==> src/rtl/irqstat_pkg.sv <==
package irqstat_pkg;
  localparam int SRC_COUNT   = 8;
  localparam int TX_DONE_IDX = 3;

  typedef struct packed {
    logic [SRC_COUNT-1:0] clrMask; // sources acknowledged at this edge
    logic [SRC_COUNT-1:0] armMask; // sources allowed to latch this edge
    logic                 txArm;   // transmit-complete may request
  } ctrlStrobes_t;
endpackage

==> src/rtl/irqstat_ctrl.sv <==
module irqstat_ctrl
  import irqstat_pkg::*;
#(
  parameter int NUM_SRC = SRC_COUNT,
  parameter int TX_IDX  = TX_DONE_IDX
) (
  input  logic               clk,
  input  logic               rst_n,
  input  logic               enWrite,
  input  logic [NUM_SRC-1:0] enData,
  output ctrlStrobes_t       strobes
);
  logic [NUM_SRC-1:0] enQ;

  always_ff @(posedge clk) begin
    if (!rst_n)       enQ <= '0;
    else if (enWrite) enQ <= enData;
  end

  always_comb begin
    strobes         = '0;
    strobes.armMask = enQ;
    strobes.clrMask = enWrite ? ~enData : '0;
    strobes.txArm   = enQ[TX_IDX];
  end

  // enables are cleared coming out of reset
  a_r8_reset_disables: assert property (@(posedge clk)
    $rose(rst_n) |-> (enQ == '0));

  // a write that keeps a bit at 1 never acknowledges it
  a_r9_keep_no_clear: assert property (@(posedge clk) disable iff (!rst_n)
    (enWrite && (enData == enQ)) |-> ((strobes.clrMask & enQ) == '0));
endmodule

==> src/rtl/irqstat_dp.sv <==
module irqstat_dp
  import irqstat_pkg::*;
#(
  parameter int NUM_SRC = SRC_COUNT,
  parameter int TX_IDX  = TX_DONE_IDX
) (
  input  logic               clk,
  input  logic               rst_n,
  input  ctrlStrobes_t       strobes,
  input  logic [NUM_SRC-1:0] srcEvent,
  input  logic               txIdle,
  output logic [NUM_SRC-1:0] statusOut,
  output logic               irqN
);
  logic [NUM_SRC-1:0] pendQ;

  for (genvar i = 0; i < NUM_SRC; i++) begin : g_src
    if (i == TX_IDX) begin : g_level
      assign pendQ[i]     = 1'b0;
      assign statusOut[i] = ~txIdle;
    end else begin : g_latched
      logic pendBit;
      always_ff @(posedge clk) begin
        if (!rst_n)                   pendBit <= 1'b0;
        else if (strobes.clrMask[i])  pendBit <= 1'b0;
        else if (strobes.armMask[i] && srcEvent[i]) pendBit <= 1'b1;
      end
      assign pendQ[i]     = pendBit;
      assign statusOut[i] = ~pendBit;

      // acknowledge beats a colliding event
      a_r3_clear_wins: assert property (@(posedge clk) disable iff (!rst_n)
        strobes.clrMask[i] |=> statusOut[i]);
      // an enabled event latches at that edge
      a_r2_event_sets: assert property (@(posedge clk) disable iff (!rst_n)
        (strobes.armMask[i] && srcEvent[i] && !strobes.clrMask[i]) |=> !statusOut[i]);
      // a disabled source can never become pending
      a_r2_disabled_ignored: assert property (@(posedge clk) disable iff (!rst_n)
        (!strobes.armMask[i] && statusOut[i]) |=> statusOut[i]);
    end
  end

  assign irqN = ~(|pendQ | (strobes.txArm & txIdle));
endmodule

==> src/rtl/irqstat_top.sv <==
module irqstat_top
  import irqstat_pkg::*;
#(
  parameter int NUM_SRC = SRC_COUNT,
  parameter int TX_IDX  = TX_DONE_IDX
) (
  input  logic               clk,
  input  logic               rst_n,
  input  logic               enWrite,
  input  logic [NUM_SRC-1:0] enData,
  input  logic [NUM_SRC-1:0] srcEvent,
  input  logic               txIdle,
  output logic [NUM_SRC-1:0] statusOut,
  output logic               irqN
);
  ctrlStrobes_t strobes;

  irqstat_ctrl #(.NUM_SRC(NUM_SRC), .TX_IDX(TX_IDX)) u_ctrl (
    .clk(clk), .rst_n(rst_n), .enWrite(enWrite), .enData(enData),
    .strobes(strobes)
  );

  irqstat_dp #(.NUM_SRC(NUM_SRC), .TX_IDX(TX_IDX)) u_dp (
    .clk(clk), .rst_n(rst_n), .strobes(strobes), .srcEvent(srcEvent),
    .txIdle(txIdle), .statusOut(statusOut), .irqN(irqN)
  );

  // transmit-complete status tracks the idle level
  a_r4_tx_level: assert property (@(posedge clk) disable iff (!rst_n)
    statusOut[TX_IDX] == !txIdle);

  // a request always has some status bit showing pending
  a_r6_irq_needs_status: assert property (@(posedge clk) disable iff (!rst_n)
    !irqN |-> (statusOut != '1));

  // enabling transmit-complete while idle requests next cycle
  a_r5_tx_enable_idle: assert property (@(posedge clk) disable iff (!rst_n)
    (enWrite && enData[TX_IDX] && txIdle) |=> (!irqN || !txIdle));
endmodule

==> config.mk <==
export PLATFORM = sky130hd
export DESIGN_NAME = irqstat_top
export DESIGN_NICKNAME = d
export VERILOG_FILES = /design/src/rtl/irqstat_pkg.sv /design/src/rtl/irqstat_ctrl.sv /design/src/rtl/irqstat_dp.sv /design/src/rtl/irqstat_top.sv
export SDC_FILE = /design/constraint.sdc
export NUM_CORES = 1
export LEC_CHECK = 0
export BUFFER_PORTS_ARGS = -buffer_cell sky130_fd_sc_hd__buf_2
export CORE_MARGIN = 2
export CORE_UTILIZATION = 32
export CTS_CLUSTER_SIZE = 12
export DETAILED_ROUTE_END_ITERATION = 10
export PLACE_DENSITY_LB_ADDON = 0.15
export SYNTH_ARGS = -nofsm -noshare
export SYNTH_HDL_FRONTEND = slang
export SYNTH_SLANG_ARGS = --single-unit
==> constraint.sdc <==
create_clock -name clk -period 1.1 [get_ports clk]
set_input_delay 0.11 -clock clk [delete_from_list [all_inputs] [get_ports clk]]
set_output_delay 0.11 -clock clk [all_outputs]
set_load 0.05 [all_outputs]
==> impl_results.md, run 1 <==
- Status: finished with violations
- Failing checks: negative setup slack
- Via density per instance: 4.35
- Register area share after synthesis: 0.494
- Detail Placement HPWL: 915 um
- Antenna Nets Post-Route: 0
- Hold crit path type: in2reg
- Relative slew margins: 0.777
- Antenna Cells: 0
- Syn-to-layout area delta: 42.8%
- H-tree depth: 1
- Die area: approximately 0.0023 sq mm
- CP Capture Type: primary output
- Critical Path Start Type: register
- Detailed-route wire length on metal 1: about 530 um
- Setup Buffers After CTS: 0
- Met2 Wirelength: 554 um
- Most common cell after layout, fill and taps aside: buf_2
- P_leak: 0.395 nW
- Met3 routed WL: 74 um
- Syn_area_per_cell: 9.08 sq um
- Cells after Synth: 67
- WL/cell: 9.43 um
- Cell variety after synth: 14
- Max incr delay on CP: 340 ps
- CTS tree: built
- Max Freq: 746 MHz
- Vias in the first global route: roughly 490
- CTS Buf Count: 3
- Syn_nets: 87
- Die X: 47.6 um
- Share of layout cells above drive strength 1: 0.440
- Power density cells: about 1300 mW/mm^2
- Clock Sinks: 15
- Rows: 15
- Tightest Pin Transition: 334 ps
- Tcrit/Tclk final: 1.22
- Die Span Y: approximately 48 um
- WS Path Type: reg2out
- Clk_lat worst skew: ~270 ps
- Tmin final: 1340 ps
- Fin. max-slew vios: 0
- GPL Wtd Cong: 0.711
- Post-Layout Cell Count: 125
- Largest net degree at the start of global routing: 16
- Post-route DRC: 0
- Clock skew: about 0.26 ps
- Ys Warns: 0
- Clk buf depth: 2
- Reg clk slew, reported paths: roughly 80 ps
- Critical Path RT: 990 ps
- Post-synthesis register bit count: 15
- Final Hold Vio Count: 0
- Final wirelength: around 1200 um
- Core area: 0.00176 sq mm
- # IOs: 29
- Worst R2R Path Depth: 3
- Initial antenna violation count: 0
- Top sig layer: met4
- CP Data Arrival Time: 1230 ps
- R2r setup slk: 320 ps
- Slowest-stage cell, CP: dfxtp_2
- Drt pass-1 iters: 2
- Port Buffer Count: 27
- CTS Root Cell: clkbuf_4
- Starting Density: 0.345
- GRT overflow: 0
- Synth Cell Area: 608 sq um
- Total Routing Usage GR: 0.125
- Hold Crit Depth: 3
- Crit-path max FO: 2
- Iter 0 DRT Violations: 3
- Pwr Total: ~1.1 mW
- Fin nets: 121
- Global-route wire length before repair: 1910 um
- Total placed cells including tap cells: 121
- Crit path cell chain: nor4_4 > and3_4 > buf_8
- Max-Cap Viols: 0
- RSZ-0062 raised after global routing: yes
- Final setup fails: 1
- Via count: 544
- Peak VDD IR: 781 uV
- Min Hold Slack: 80.5 ps
- Worst setup margin: -241 ps
- Most frequent cells in the layout: buf_2 (23), dfxtp_1 (11), mux2i_1 (8), nor2_1 (8)
[per-stage QoR]
stage | setup WS, ps | util | cell area (sq um) | TNS [ps]
floorplan | 103 | - | 609 | 0
global placement | -9.96 | 0.448 | 790 | -9.96
detailed placement | -37.3 | 0.448 | 790 | -37.3
CTS | -250 | 0.474 | 836 | -250
global route | -314 | 0.492 | 868 | -314
finish | -241 | 0.492 | 868 | -241
[Yosys cell counts]
cell type	n	area share
buf_2	1	0.0082
a21oi_1	7	0.058
and2b_1	2	0.025
nor2b_1	5	0.051
nor3_1	6	0.049
nor2_1	8	0.049
and3_1	1	0.010
dfxtp_1	15	0.49
nor3_2	2	0.033
nor4_1	1	0.010
mux2i_1	8	0.13
nand2_1	1	0.0062
buf_6	1	0.019
inv_1	9	0.056
[power by group]
group | internal (mW) | switching [mW]
registers | 0.570 | 0.0166
logic | 0.108 | 0.130
clock network | 0.140 | 0.158
total | 0.818 | 0.304
[cells by family after synthesis]
| kind of cell | count (synthesis) | share of synthesized area |
|---|---|---|
| flops | 15 | 0.494 |
| simple gates | 26 | 0.235 |
| compound gates | 7 | 0.0576 |
| mux | 8 | 0.132 |
| buf+inv | 11 | 0.0823 |
[final cells by class]
cell class | count | area [sq um]
clock buffer | 4 | 26.3
fill | 187 | 896
inverter | 9 | 33.8
multi-input combinational | 41 | 278
sequential | 15 | 305
tap | 25 | 31.3
timing repair buffer | 31 | 194
[per-layer routing]
layer  up-vias  GRT usage
li1        283          -
met3         2     0.0679
met2        16      0.197
met4         0     0.0486
met5         -          0
met1       243      0.142
[critical path, delay by kind of cell (launching register included)]
kind / cells / cell delay, ps
DFF: 1 / 340
and+or+nand+nor: 2 / 470
buffers and inverters: 1 / 140
[timing repair]
| item | CTS | global route |
|---|---|---|
| endpoints found under the setup margin | 4 | 4 |
| pin swaps | 1 | 2 |
| hold buffers | 0 | 0 |
| gates resized for setup | 6 | 12 |
[registers in the layout, indices dropped and copies added, names as in the netlist]
name and flops:
u_dp.g_src.g_latched.pendBit 7, u_ctrl.enQ 8
[final timing paths]
check | startpoint | end
worst max register to register | u_dp.g_src[5].g_latched.pendBit$_SDFFE_PP0P_ | u_dp.g_src[5].g_latched.pendBit$_SDFFE_PP0P_
worst min register to register | u_ctrl.enQ[0]$_SDFFE_PN0P_ | u_ctrl.enQ[0]$_SDFFE_PN0P_
worst max-delay path | u_dp.g_src[7].g_latched.pendBit$_SDFFE_PP0P_ | irqN
worst min-delay path | enData[3] | u_ctrl.enQ[3]$_SDFFE_PN0P_
(Power assumes the default switching activity.)
==> run 2: changes to the inputs <==
--- a/config.mk
+++ b/config.mk
@@ -5,6 +5,7 @@
 export SDC_FILE = /design/constraint.sdc
 export NUM_CORES = 1
 export LEC_CHECK = 0
+export ABC_AREA = 1
 export BUFFER_PORTS_ARGS = -buffer_cell sky130_fd_sc_hd__buf_2
 export CORE_MARGIN = 2
 export CORE_UTILIZATION = 32
@@ -13,4 +14,5 @@
 export PLACE_DENSITY_LB_ADDON = 0.15
 export SYNTH_ARGS = -nofsm -noshare
 export SYNTH_HDL_FRONTEND = slang
+export SYNTH_HIERARCHICAL = 1
 export SYNTH_SLANG_ARGS = --single-unit
==> run 2 against run 1 <==
  * The run still ends with negative setup slack left
  * Register-to-register slack better by 70 ps
  * Via count up 18%
  * Clock power is 6% higher
  * Cell count is 30% higher
  * Maximum frequency increased by 14%
  * Combinational power rose by 16%
  * Synthesized area rose by 15%
  * Synthesized cell count rose by 60%
  * Design area rose by 7.2%
  * Non-clock buffer count down 4
  * Sequential power grew 2%
  * First-iteration DRC count grew to 3.3 times the previous value
  * Largest cell class unchanged
  * Highest routed layer unchanged
==> impl_results.md, run 2 <==
- Status: finished with violations
- Failing checks: negative setup slack
- Detail Placement HPWL: 963 um (+5.2%)
- Power density cells: 1270 mW/mm^2 (-1.5%)
- R2r setup slk: 390 ps (+70 ps)
- Ys Warns: 6 (+6)
- Most frequent cells in the layout: nand2_1 (34), buf_2 (21), inv_1 (20)
- Final Hold Vio Count: 0 (unchanged)
- Syn-to-layout area delta: 33.3%
- Min Hold Slack: 110 ps (+30.0 ps)
- CTS hold repair buffers: 0 (unchanged)
- Starting Density: 0.349 (+0.00407)
- CTS tree: built
- Worst R2R Path Depth: 4 (+1)
- Sw Share: 0.307 (+0.0360)
- Tcrit/Tclk final: 1.07 (-0.152)
- Internal power consumption: 0.821 mW (+0.34%)
- Global-route wire length before repair: 2150 um (+12%)
- H-tree depth: 1 (unchanged)
- Reg clk slew, reported paths: 90 ps (about the same)
- # IOs: 29 (unchanged)
- GPL Wtd Cong: 0.672 (-5.6%)
- Clock share of power: 0.266 (about the same)
- WL/cell: 8.13 um (-14%)
- CP Data Arrival Time: 1060 ps (-170 ps)
- Die X: 50.7 um (+6.6%)
- Syn_nets: 127 (+46%)
- Min-delay src: srcEvent[4]
- CP Capture Type: primary output
- Hold crit path type: in2reg
- Max reg flops: 8 (unchanged)
- Die area: 0.00257 sq mm (+14%)
- Worst r2r dst: u_dp/g_src[1].g_latched.pendBit$_SDFFE_PP0P_
- Relative slew margins: 0.758 (-0.0198)
- Iter 0 DRT Violations: 10 (+7)
- Via density per instance: 3.98 (-8.7%)
- Rows: 16 (+1)
- Initial antenna violation count: 0 (unchanged)
- Max Freq: 852 MHz (+14%)
- Worst setup margin: -73.7 ps (+168 ps)
- Peak VDD IR: 657 uV (-16%)
- Most flops, register: u_ctrl/enQ
- Part of the power in combinational logic: 0.232 (+0.020)
- Total placed cells including tap cells: 158 (+31%)
- Most common cell after layout, fill and taps aside: nand2_1
- CTS Root Cell: clkbuf_4
- Final setup fails: 1 (unchanged)
- Largest net degree at the start of global routing: 17 (+1)
- Synth Cell Area: 698 sq um (+15%)
- Largest registers: u_ctrl/enQ x8, u_dp/g_src.g_latched.pendBit x7
- Via count: 644 (+18%)
- Drt pass-1 iters: 4 (+2)
- Critical Path Start Type: register
- Cells after Synth: 107 (+60%)
- Hold Crit Depth: 5 (+2)
- Die Span Y: 50.7 um (+6.6%)
- Clk_lat worst skew: 280 ps (about the same)
- Fin. max-slew vios: 0 (unchanged)
- Clock Sinks: 15 (unchanged)
- Min-Delay Endpoint: u_dp/g_src[4].g_latched.pendBit$_SDFFE_PP0P_
- Share of layout cells above drive strength 1: 0.385 (-0.0548)
- Syn_area_per_cell: 6.52 sq um (-28%)
- WS Path Type: reg2out
- Crit-path max FO: 2 (unchanged)
- Setup Buffers After CTS: 0 (unchanged)
- Antenna Nets Post-Route: 0 (unchanged)
- Max-Cap Viols: 0 (unchanged)
- Final wirelength: 1320 um (+12%)
- Port Buffer Count: 27 (unchanged)
- Core area: 0.00200 sq mm (+13%)
- Antenna Cells: 0 (unchanged)
- Total Routing Usage GR: 0.114 (-0.0112)
- Clk buf depth: 2 (unchanged)
- RSZ-0062 raised after global routing: yes
- Fin nets: 156 (+29%)
- Post-route DRC: 0 (unchanged)
- Worst R2R Start: u_dp/g_src[1].g_latched.pendBit$_SDFFE_PP0P_
- Clock skew: 4.53 ps (+4.27 ps)
- Post-Layout Cell Count: 162 (+30%)
- Critical Path RT: 990 ps (about the same)
- Sequential Power Share: 0.502 (-0.020)
- GRT overflow: 0 (unchanged)
- CTS Buf Count: 3 (unchanged)
- Vias in the first global route: 562 (+14%)
- NetSw: 0.363 mW (+20%)
- Pwr Total: 1.18 mW (+5.5%)
- P_leak: 0.554 nW (+40%)
- Tmin final: 1170 ps (-168 ps)
- Tightest Pin Transition: 364 ps (+29.8 ps)
==> run 2: changes by cell type in the layout (fill, tap and decap cells not counted), moves of 3 or more <==
| cell | change |
|---|---|
| nand2_1 | +33 |
| inv_1 | +13 |
| nor2_1 | +11 |
| mux2i_1 | -8 |
| a21oi_1 | -7 |
| nor3_1 | -6 |
| nor2_2 | +5 |
| nor2b_1 | -5 |
| buf_6 | -3 |
| clkinvlp_4 | +3 |
==> run 2: area by class of cell <==
type / instances / area, sq um
clock buffer: 4 / 26.3
fill: 217 / 1070
inverter: 23 / 97.6
multi-input combinational: 66 / 308
sequential: 15 / 308
tap: 27 / 33.8
timing repair buffer: 27 / 158
==> run 2: power by group through the flow <==
stage	registers (mW)	logic (mW)	clock network, mW
final	0.595	0.275	0.315
after global routing	0.600	0.302	0.363
after CTS	0.592	0.265	0.334
after detailed placement	0.604	0.249	0
after global placement	0.603	0.246	0
after floorplan	0.601	0.192	0
==> run 2: worst max-delay path, stage by stage (launching register included) <==
cell	delay [ps]
dfxtp_2	340
nor2_4	100
nand3_2	90
nor2_4	100
buf_8	150
==> run 2: timing repair <==
action,CTS,global route
endpoints found under the setup margin,1,5
gates resized for setup,7,15
pin swaps,4,2
==> run 2: routing by layer <==
layer / vias up / GRT usage / part of all wire
met3: 4 / 0.0268 / 0.058
met5: - / 0 / 0
li1: 354 / - / -
met4: 0 / 0.0811 / 0.023
met1: 267 / 0.121 / 0.47
met2: 19 / 0.195 / 0.44
==> run 2: through the flow <==
stage               instance area [sq um]  setup slack (ps)  utilization  setup TNS [ps]
floorplan                             717              18.6            -               0
global placement                      855               110        0.427               0
detailed placement                    855              88.5        0.427               0
CTS                                   900              -121        0.449            -121
global route                          931              -163        0.465            -163
finish                                931             -73.7        0.465           -73.7
==> run 2: how the worst max path moves through the flow <==
stage	from	end	slack, ps
6_report	u_dp/g_src[7].g_latched.pendBit$_SDFFE_PP0P_	irqN	-70
5_1_grt	u_dp/g_src[7].g_latched.pendBit$_SDFFE_PP0P_	irqN	-160
3_3_place_gp	u_dp/g_src[0].g_latched.pendBit$_SDFFE_PP0P_	irqN	110
3_5_place_dp	u_dp/g_src[0].g_latched.pendBit$_SDFFE_PP0P_	irqN	90
2_1_floorplan	u_dp/g_src[2].g_latched.pendBit$_SDFFE_PP0P_	irqN	20
4_1_cts	u_dp/g_src[7].g_latched.pendBit$_SDFFE_PP0P_	irqN	-120
